### src/rtl/csr_uart.sv
module csr_uart #(
  parameter int CLK_HZ = 50_000_000,
  parameter int BAUD   = 115_200,
  parameter int DIV_W  = 16
) (
  input  logic        clk,
  input  logic        rst,
  input  logic        sel,
  input  logic        we,
  input  logic [13:0] addr,
  input  logic [31:0] wdata,
  output logic [31:0] rdata,
  output logic        rx_irq,
  output logic        tx_irq,
  input  logic        rxd,
  output logic        txd
);
  localparam logic [DIV_W-1:0] DIV_RST = DIV_W'(CLK_HZ / (16 * BAUD));

  typedef enum logic [1:0] {RX_IDLE, RX_START, RX_DATA, RX_STOP} rx_st_t;

  logic             wr_data, wr_div, tick;
  logic [DIV_W-1:0] div, dcnt;
  logic             busy;
  logic [9:0]       tsh;
  logic [3:0]       ttc, tbc;
  logic             rmeta, rs, rs_prev;
  rx_st_t           rst_q;
  logic [3:0]       rtc;
  logic [2:0]       rbc;
  logic [7:0]       rsh, rbuf;
  logic             unused_ok;

  assign wr_data   = sel & we & ~addr[2];
  assign wr_div    = sel & we & addr[2];
  assign tick      = ({1'b0, dcnt} + {{DIV_W{1'b0}}, 1'b1}) >= {1'b0, div};
  assign txd       = ~busy | tsh[0];
  assign unused_ok = ^{addr[13:3], addr[1:0], wdata[31:DIV_W]};

  always_ff @(posedge clk) begin
    if (rst) begin
      div  <= DIV_RST;
      dcnt <= '0;
    end else if (wr_div) begin
      div  <= wdata[DIV_W-1:0];
      dcnt <= '0;
    end else if (tick) begin
      dcnt <= '0;
    end else begin
      dcnt <= dcnt + 1'b1;
    end
  end

  always_ff @(posedge clk) begin
    if (rst) begin
      busy   <= 1'b0;
      tsh    <= '1;
      ttc    <= '0;
      tbc    <= '0;
      tx_irq <= 1'b0;
    end else begin
      tx_irq <= 1'b0;
      if (wr_data && !busy) begin
        tsh  <= {1'b1, wdata[7:0], 1'b0};
        busy <= 1'b1;
        ttc  <= '0;
        tbc  <= '0;
      end else if (busy && tick) begin
        ttc <= ttc + 1'b1;
        if (ttc == 4'd15) begin
          tsh <= {1'b1, tsh[9:1]};
          tbc <= tbc + 1'b1;
          if (tbc == 4'd9) begin
            busy   <= 1'b0;
            tx_irq <= 1'b1;
          end
        end
      end
    end
  end

  always_ff @(posedge clk) begin
    if (rst) begin
      {rs_prev, rs, rmeta} <= 3'b111;
      rst_q  <= RX_IDLE;
      rtc    <= '0;
      rbc    <= '0;
      rsh    <= '0;
      rbuf   <= '0;
      rx_irq <= 1'b0;
    end else begin
      rx_irq <= 1'b0;
      {rs_prev, rs, rmeta} <= {rs, rmeta, rxd};
      case (rst_q)
        RX_IDLE:
          if (rs_prev && !rs) begin
            rst_q <= RX_START;
            rtc   <= '0;
          end
        RX_START:
          if (tick) begin
            rtc <= rtc + 1'b1;
            if (rtc == 4'd7) begin
              rtc   <= '0;
              rbc   <= '0;
              rst_q <= rs ? RX_IDLE : RX_DATA;
            end
          end
        RX_DATA:
          if (tick) begin
            rtc <= rtc + 1'b1;
            if (rtc == 4'd15) begin
              rsh <= {rs, rsh[7:1]};
              rbc <= rbc + 1'b1;
              if (rbc == 3'd7) rst_q <= RX_STOP;
            end
          end
        default:
          if (tick) begin
            rtc <= rtc + 1'b1;
            if (rtc == 4'd15) begin
              rst_q <= RX_IDLE;
              if (rs) begin
                rbuf   <= rsh;
                rx_irq <= 1'b1;
              end
            end
          end
      endcase
    end
  end

  always_ff @(posedge clk) begin
    if (rst)        rdata <= '0;
    else if (!sel)  rdata <= '0;
    else if (addr[2]) rdata <= {{(32-DIV_W){1'b0}}, div};
    else            rdata <= {24'd0, rbuf};
  end

  a_r1_txd_idle_high: assert property (@(posedge clk) disable iff (rst) !busy |-> txd);
  a_r4_tx_irq_one_cycle: assert property (@(posedge clk) disable iff (rst) tx_irq |=> !tx_irq);
  a_r4_tx_irq_at_end: assert property (@(posedge clk) disable iff (rst) tx_irq |-> !busy && $past(busy));
  a_r6_rx_irq_one_cycle: assert property (@(posedge clk) disable iff (rst) rx_irq |=> !rx_irq);
  a_r8_stop_was_high: assert property (@(posedge clk) disable iff (rst) rx_irq |-> $past(rs));
  a_r5_busy_write_keeps_frame: assert property (@(posedge clk) disable iff (rst)
    (busy && wr_data && !tick) |=> $stable(tsh));
endmodule

### config.mk
export PLATFORM = sky130hd
export DESIGN_NAME = csr_uart
export DESIGN_NICKNAME = d
export VERILOG_FILES = /design/src/rtl/csr_uart.sv
export SDC_FILE = /design/constraint.sdc
export NUM_CORES = 1
export LEC_CHECK = 0
export BUFFER_PORTS_ARGS = -buffer_cell sky130_fd_sc_hd__buf_2
export CAP_MARGIN = 10
export CORE_UTILIZATION = 55
export CTS_CLUSTER_DIAMETER = 40
export DETAILED_ROUTE_END_ITERATION = 12
export PLACE_DENSITY = 0.8
export RECOVER_POWER = 50
export SKIP_LAST_GASP = 1
export SYNTH_ARGS = -nofsm -noshare
export SYNTH_HDL_FRONTEND = slang
export SYNTH_SLANG_ARGS = --single-unit
### constraint.sdc
create_clock -name clk -period 5 [get_ports clk]
set_input_delay 0.25 -clock clk [delete_from_list [all_inputs] [get_ports clk]]
set_output_delay 0.25 -clock clk [all_outputs]
set_load 0.05 [all_outputs]
# Word-level counts from Yosys, hierarchy flattened
# Cells that the tools add are included.
# totals
register_bits	112
input_bits	51
out_inout_bits	35
elab_cells	107
# classes
addsub	6
n_lt_le_gt_ge	1
eq_ne	13
mux	30
bitwise	12
n_reduce_logical	27
# op_table
op	count
9-bit two-way mux	3
2-bit two-way mux	9
16-bit by 1-bit adder with 17-bit output, second input constant	1
17-bit by 16-bit greater-or-equal comparator with 1-bit output	1
16-bit by 1-bit adder with 16-bit output, second input constant	1
4-bit two-way mux	4
4-bit by 1-bit adder with 4-bit output, second input constant	3
4-bit == test, second input constant	3
3-bit two-way mux	4
2-bit != test, second input constant	6
2-bit nonzero test	5
3-bit AND reduction	3
3-bit OR reduction	3
8-bit two-way mux	1
1-bit NOT	8
4-bit case mux with 2 select lines	1
8-bit AND reduction	1
1-bit two-way mux	6
2-bit case mux with 3 select lines	1
3-bit case mux with 2 select lines	1
6-bit OR reduction	1
5-bit AND reduction	1
4-bit by 3-bit == test with 1-bit output, second input constant	1
2-bit AND reduction	2
other kinds (13)	19

# Logic depth before layout (Yosys ltp)
# logic_depth
ltp_word	5
mapped_depth	15
depth_no_buf	13

# Worst setup path after synthesis
# OpenSTA, ideal clock, no wires.
# synth_path
kind	reg-to-reg
from	reg dcnt[3]
to	reg tsh[7]
setup_ns	0.059
arrival_ns	2.914
required_ns	4.941
setup_slack_ns	2.027
stages_incl_launch_ff	15
path_buffers	1
period_less_slack_ns	2.973
path_cell_list	dfxtp_1 > nand3_1 > nor2_1 > nor2b_1 > nand2_1 > nor3_1 > xor2_1 > ha_1 > nand3_1 > nor3_1 > o31ai_4 > a21oi_4 > buf_6 > mux2i_1 > o31a_1
# synth_between
elab_chain_len	5
# synth_rtl
element	line_no	source
start: declaration	23	logic [DIV_W-1:0] div, dcnt;
start signal: assignment	50	dcnt <= dcnt + 1'b1;
16-bit by 1-bit adder with 17-bit output	36	assign tick = ({1'b0, dcnt} + {{DIV_W{1'b0}}, 1'b1}) >= {1'b0, div};
17-bit by 16-bit greater-or-equal comparator with 1-bit output	36	
1-bit logical AND	68	end else if (busy && tick) begin
2-bit nonzero test (no source line)	--	
2-bit AND reduction (no source line)	--	
end signal: assignment	64	tsh <= {1'b1, wdata[7:0], 1'b0};
end signal: assignment	71	tsh <= {1'b1, tsh[9:1]};
end: declaration	25	logic [9:0] tsh;
# No other way between the ends.
# A chain may end at the register's enable or synchronous reset.

# Worst setup path in the final report
# layout_path
from	reg dcnt[3]
to	reg rbc[0]
# layout_between
elab_chain_len	4
elab_cells_between_ends	5
cone_classes	add/sub: 1; order compare: 1; eq/ne: 2; reduce/logical: 1
# layout_rtl
element	line_no	source
16-bit by 1-bit adder with 17-bit output (*)	36	
17-bit by 16-bit greater-or-equal comparator with 1-bit output (*)	36	
2-bit != test (no source line)	--	
5-bit AND reduction (no source line) (*)	--	
end signal: assignment	114	rbc <= rbc + 1'b1;
end: declaration	30	logic [2:0] rbc;
# Mark *: on every way between the ends. The rest lies on a longest branch, timed or not.

==> summary.md <==
| Metric | Value |
|---|---|
| Crit start category | register |
| Ys async rst share | 0% |
| Post-cts gate resize count | 0 |
| Hold_buf cts | 0 |
| Port Buf Inserts | 40 |
| Hold WS | around 73 ps |
| Top Ports | 86 |
| Die Ht | between 90 and 100 um |
| TritonCTS clock tree | yes |
| Sum Neg Setup Slack | 0 ps |
| Failing checks | capacitance limit, slew limit |
| Initial Utilization | between 50 and 60% |
| Number of diodes | 0 |
| Final Max Slew Viols | 44 |
| GR Util All Layers | around 21% |
| Worst setup EP type | register |
| Wire per inst | roughly 13 um |
| Hold Path Class | in -> reg |
| VDD IR max | around 0.25 mV |
| Period utilisation layout | 77.0% |
| Clk_skew | between 9 and 10 ps |
| Worst slew margin | -20.7% |
| Area contributors post-synth | dfxtp_1 (44%), mux2i_1 (7.3%), ha_1 (6.6%) |
| Pwr Total | between 1 and 1.5 mW |
| Ys Warns | 0 |
| Final hold violation count | 0 |
| Fillers | ~670 |
| Sequential share of the synthesized area | 44.1% |
| Area leader, netlist | dfxtp_1 |
| Kind of critical path | reg -> reg |
| TritonCTS buffer count | 9 |
| First-pass GRT wire length | 13600 um |
| Clock root cell | clkbuf_8 |
| Setup violations, final | 0 |
| Number of DRC markers in iteration 0 | between 100 and 150 |
| Vias per cell | about 5.3 |
| Syn Inst Count | slightly below 500 |
| Fraction of layout cells with a size suffix above 1 | under 10% |
| Die W | 91.0 um |
| Vias | 3247 |
| #FFs+latches synth | 96 |
| GP Congestion | between 0.8 and 0.9 |
| Util after Layout | slightly above 60% |
| Drt drc | 0 |
| Postcts setup bufs | 0 |
| Final net count | 584 |
| Core Region | 0.00769 mm^2 |
| Final antenna-violating net count | 0 |
| Total Wirelength | slightly above 8000 um |
| Area grow syn2layout | 8.46% |
| Initial antenna violation count | 0 |
| Multi-input gate area | 0.00218 mm^2 |
| Total grt overflow | 0 |
| Clk slew on worst S/H paths | 80 ps |
| Mean Syn Cell Area | between 9 and 10 um^2 |
| Crit Path Max Fanout | 12 |
| MaxCap Viol Count | 1 |
| Arr. time, crit path | ~4100 ps |
| RSZ-0062 raised after global routing | false |
| H-tree depth | 3 |
| Clk buf depth | 2 |
| Post-Syn Area | between 0.004 and 0.005 mm^2 |
| Required @ worst endpoint | between 5000 and 6000 ps |
| Hpwl dp | between 5000 and 6000 um |
| Clk sink count | 96 |
| Synth unique cells | between 40 and 50 |
| Vias in the first global route | ~3000 |
| Sequential cell area | between 0.0015 and 0.002 mm^2 |
| Post-route cell area | approximately 0.0047 mm^2 |
| Commonest cells in the netlist | dfxtp_1 (96), nand2_1 (72), nor2_1 (35), mux2i_1 (32), a21oi_1 (30) |
| P_leak | between 1.5 and 2 nW |
| Placed Area | between 0.004 and 0.005 mm^2 |
| DR pass1 iterations | 5 |
| Worst-Margin Slew | roughly 1800 ps |
| Largest net degree at the start of global routing | 44 |
| Max frequency | approximately 0.26 GHz |
| Final min period | slightly below 4000 ps |
| Number of synthesized flops with an enable pin | 0 |
| Top FF cell, synth | dfxtp_1 |
| Row Count | 32 |
| Pwr per Cell Area | 314 mW/mm^2 |
| Clk_lat worst skew | 350 ps |
| Count leader, synth | dfxtp_1 |
| Status | complete, but fails checks |
| Die Area | between 0.008 and 0.009 mm^2 |
| Area share of the largest cell type after synthesis | 44.1% |
[worst max-delay path, cell delays in order, from the launching register on]
cell and delay [ps]:
dfxtp_1 380, nand3_1 110, nor2_1 150, nor2b_1 390
nand2_1 100, nor3_1 220, xor2_1 120, ha_1 310
nand3_1 100, nor3_1 380, o31ai_4 260, a2111oi_4 830
nor2_1 80, a311oi_1 290
[where the power goes]
| part | internal (mW) | switching [mW] |
|---|---|---|
| registers | 0.777 | 0.00934 |
| clock network | 0.344 | 0.242 |
| logic | 0.0281 | 0.0826 |
| total | 1.15 | 0.334 |
[cell type report]
type	count	share of cell area, %
Timing Repair Buffer	41	3.81
Sequential cell	96	40.6
Tap cell	102	2.70
Inverter	23	1.83
Clock buffer	12	3.07
Clock inverter	3	1.90
Multi-Input combinational cell	339	46.1
[cell families after synthesis]
group	synth area share, %
fa+ha+maj	6.60
flops	44.1
mux	7.35
compound gates	11.7
simple gates	19.1
buf+inv	7.26
xor+xnor	3.82
other cells	0.0860
[cells in the final DEF (no fill, tap or decap), types with 2 or more instances in the layout]
| cell | instances |
|---|---|
| a211oi_2 | 2 |
| dfxtp_1 | 96 |
| a31o_2 | 4 |
| o21ai_0 | 5 |
| conb_1 | 16 |
| nor3_1 | 14 |
| nand3_1 | 11 |
| a31oi_1 | 2 |
| a311oi_1 | 4 |
| nand2_1 | 72 |
| mux2i_1 | 32 |
| nor2b_1 | 18 |
| o211ai_1 | 3 |
| nand4_1 | 6 |
| ha_1 | 23 |
| nand2b_1 | 3 |
| clkbuf_8 | 10 |
| xor2_1 | 8 |
| inv_1 | 23 |
| nor2_1 | 35 |
| clkbuf_1 | 22 |
| xnor2_1 | 11 |
| o31a_1 | 6 |
| or3_1 | 2 |
| buf_2 | 21 |
| or2_2 | 2 |
| a32o_1 | 2 |
| bufinv_16 | 3 |
| and3_1 | 14 |
| a21oi_1 | 30 |
[through the flow]
stage | std cells | setup slack [ps]
after floorplan | 496 | 2030
after global placement | 600 | 1350
after detailed placement | 600 | 1220
after CTS | 615 | 1180
after global routing | 616 | 825
final | 616 | 1150
[worst paths after layout]
| kind | slack [ps] | depth (start not counted) | endpoint | start |
|---|---|---|---|---|
| min reg2reg | 420 | 1 | rs | rmeta |
| max reg2reg | 1150 | 13 | rbc[0] | dcnt[3] |
| max | 1150 | 13 | rbc[0] | dcnt[3] |
| min | 70 | 2 | rmeta | rxd |
[flip-flops by register name (all words and copies together) (netlist names)]
register	flops
busy	1
dcnt	16
div	16
rbc	3
rbuf	8
rdata	16
rmeta	1
rs	1
rs_prev	1
rsh	8
rst_q	2
rtc	4
rx_irq	1
tbc	4
tsh	9
ttc	4
tx_irq	1
[per-layer routing]
layer	GRT usage, %	vias to the layer above	share of wire [%]
met2	35.0	66	48
met4	5.95	0	1.0
met3	5.53	10	4.0
li1	-	1655	-
met1	25.4	1516	46
met5	0	-	0
No activity file was read; power rests on OpenSTA's default activity.
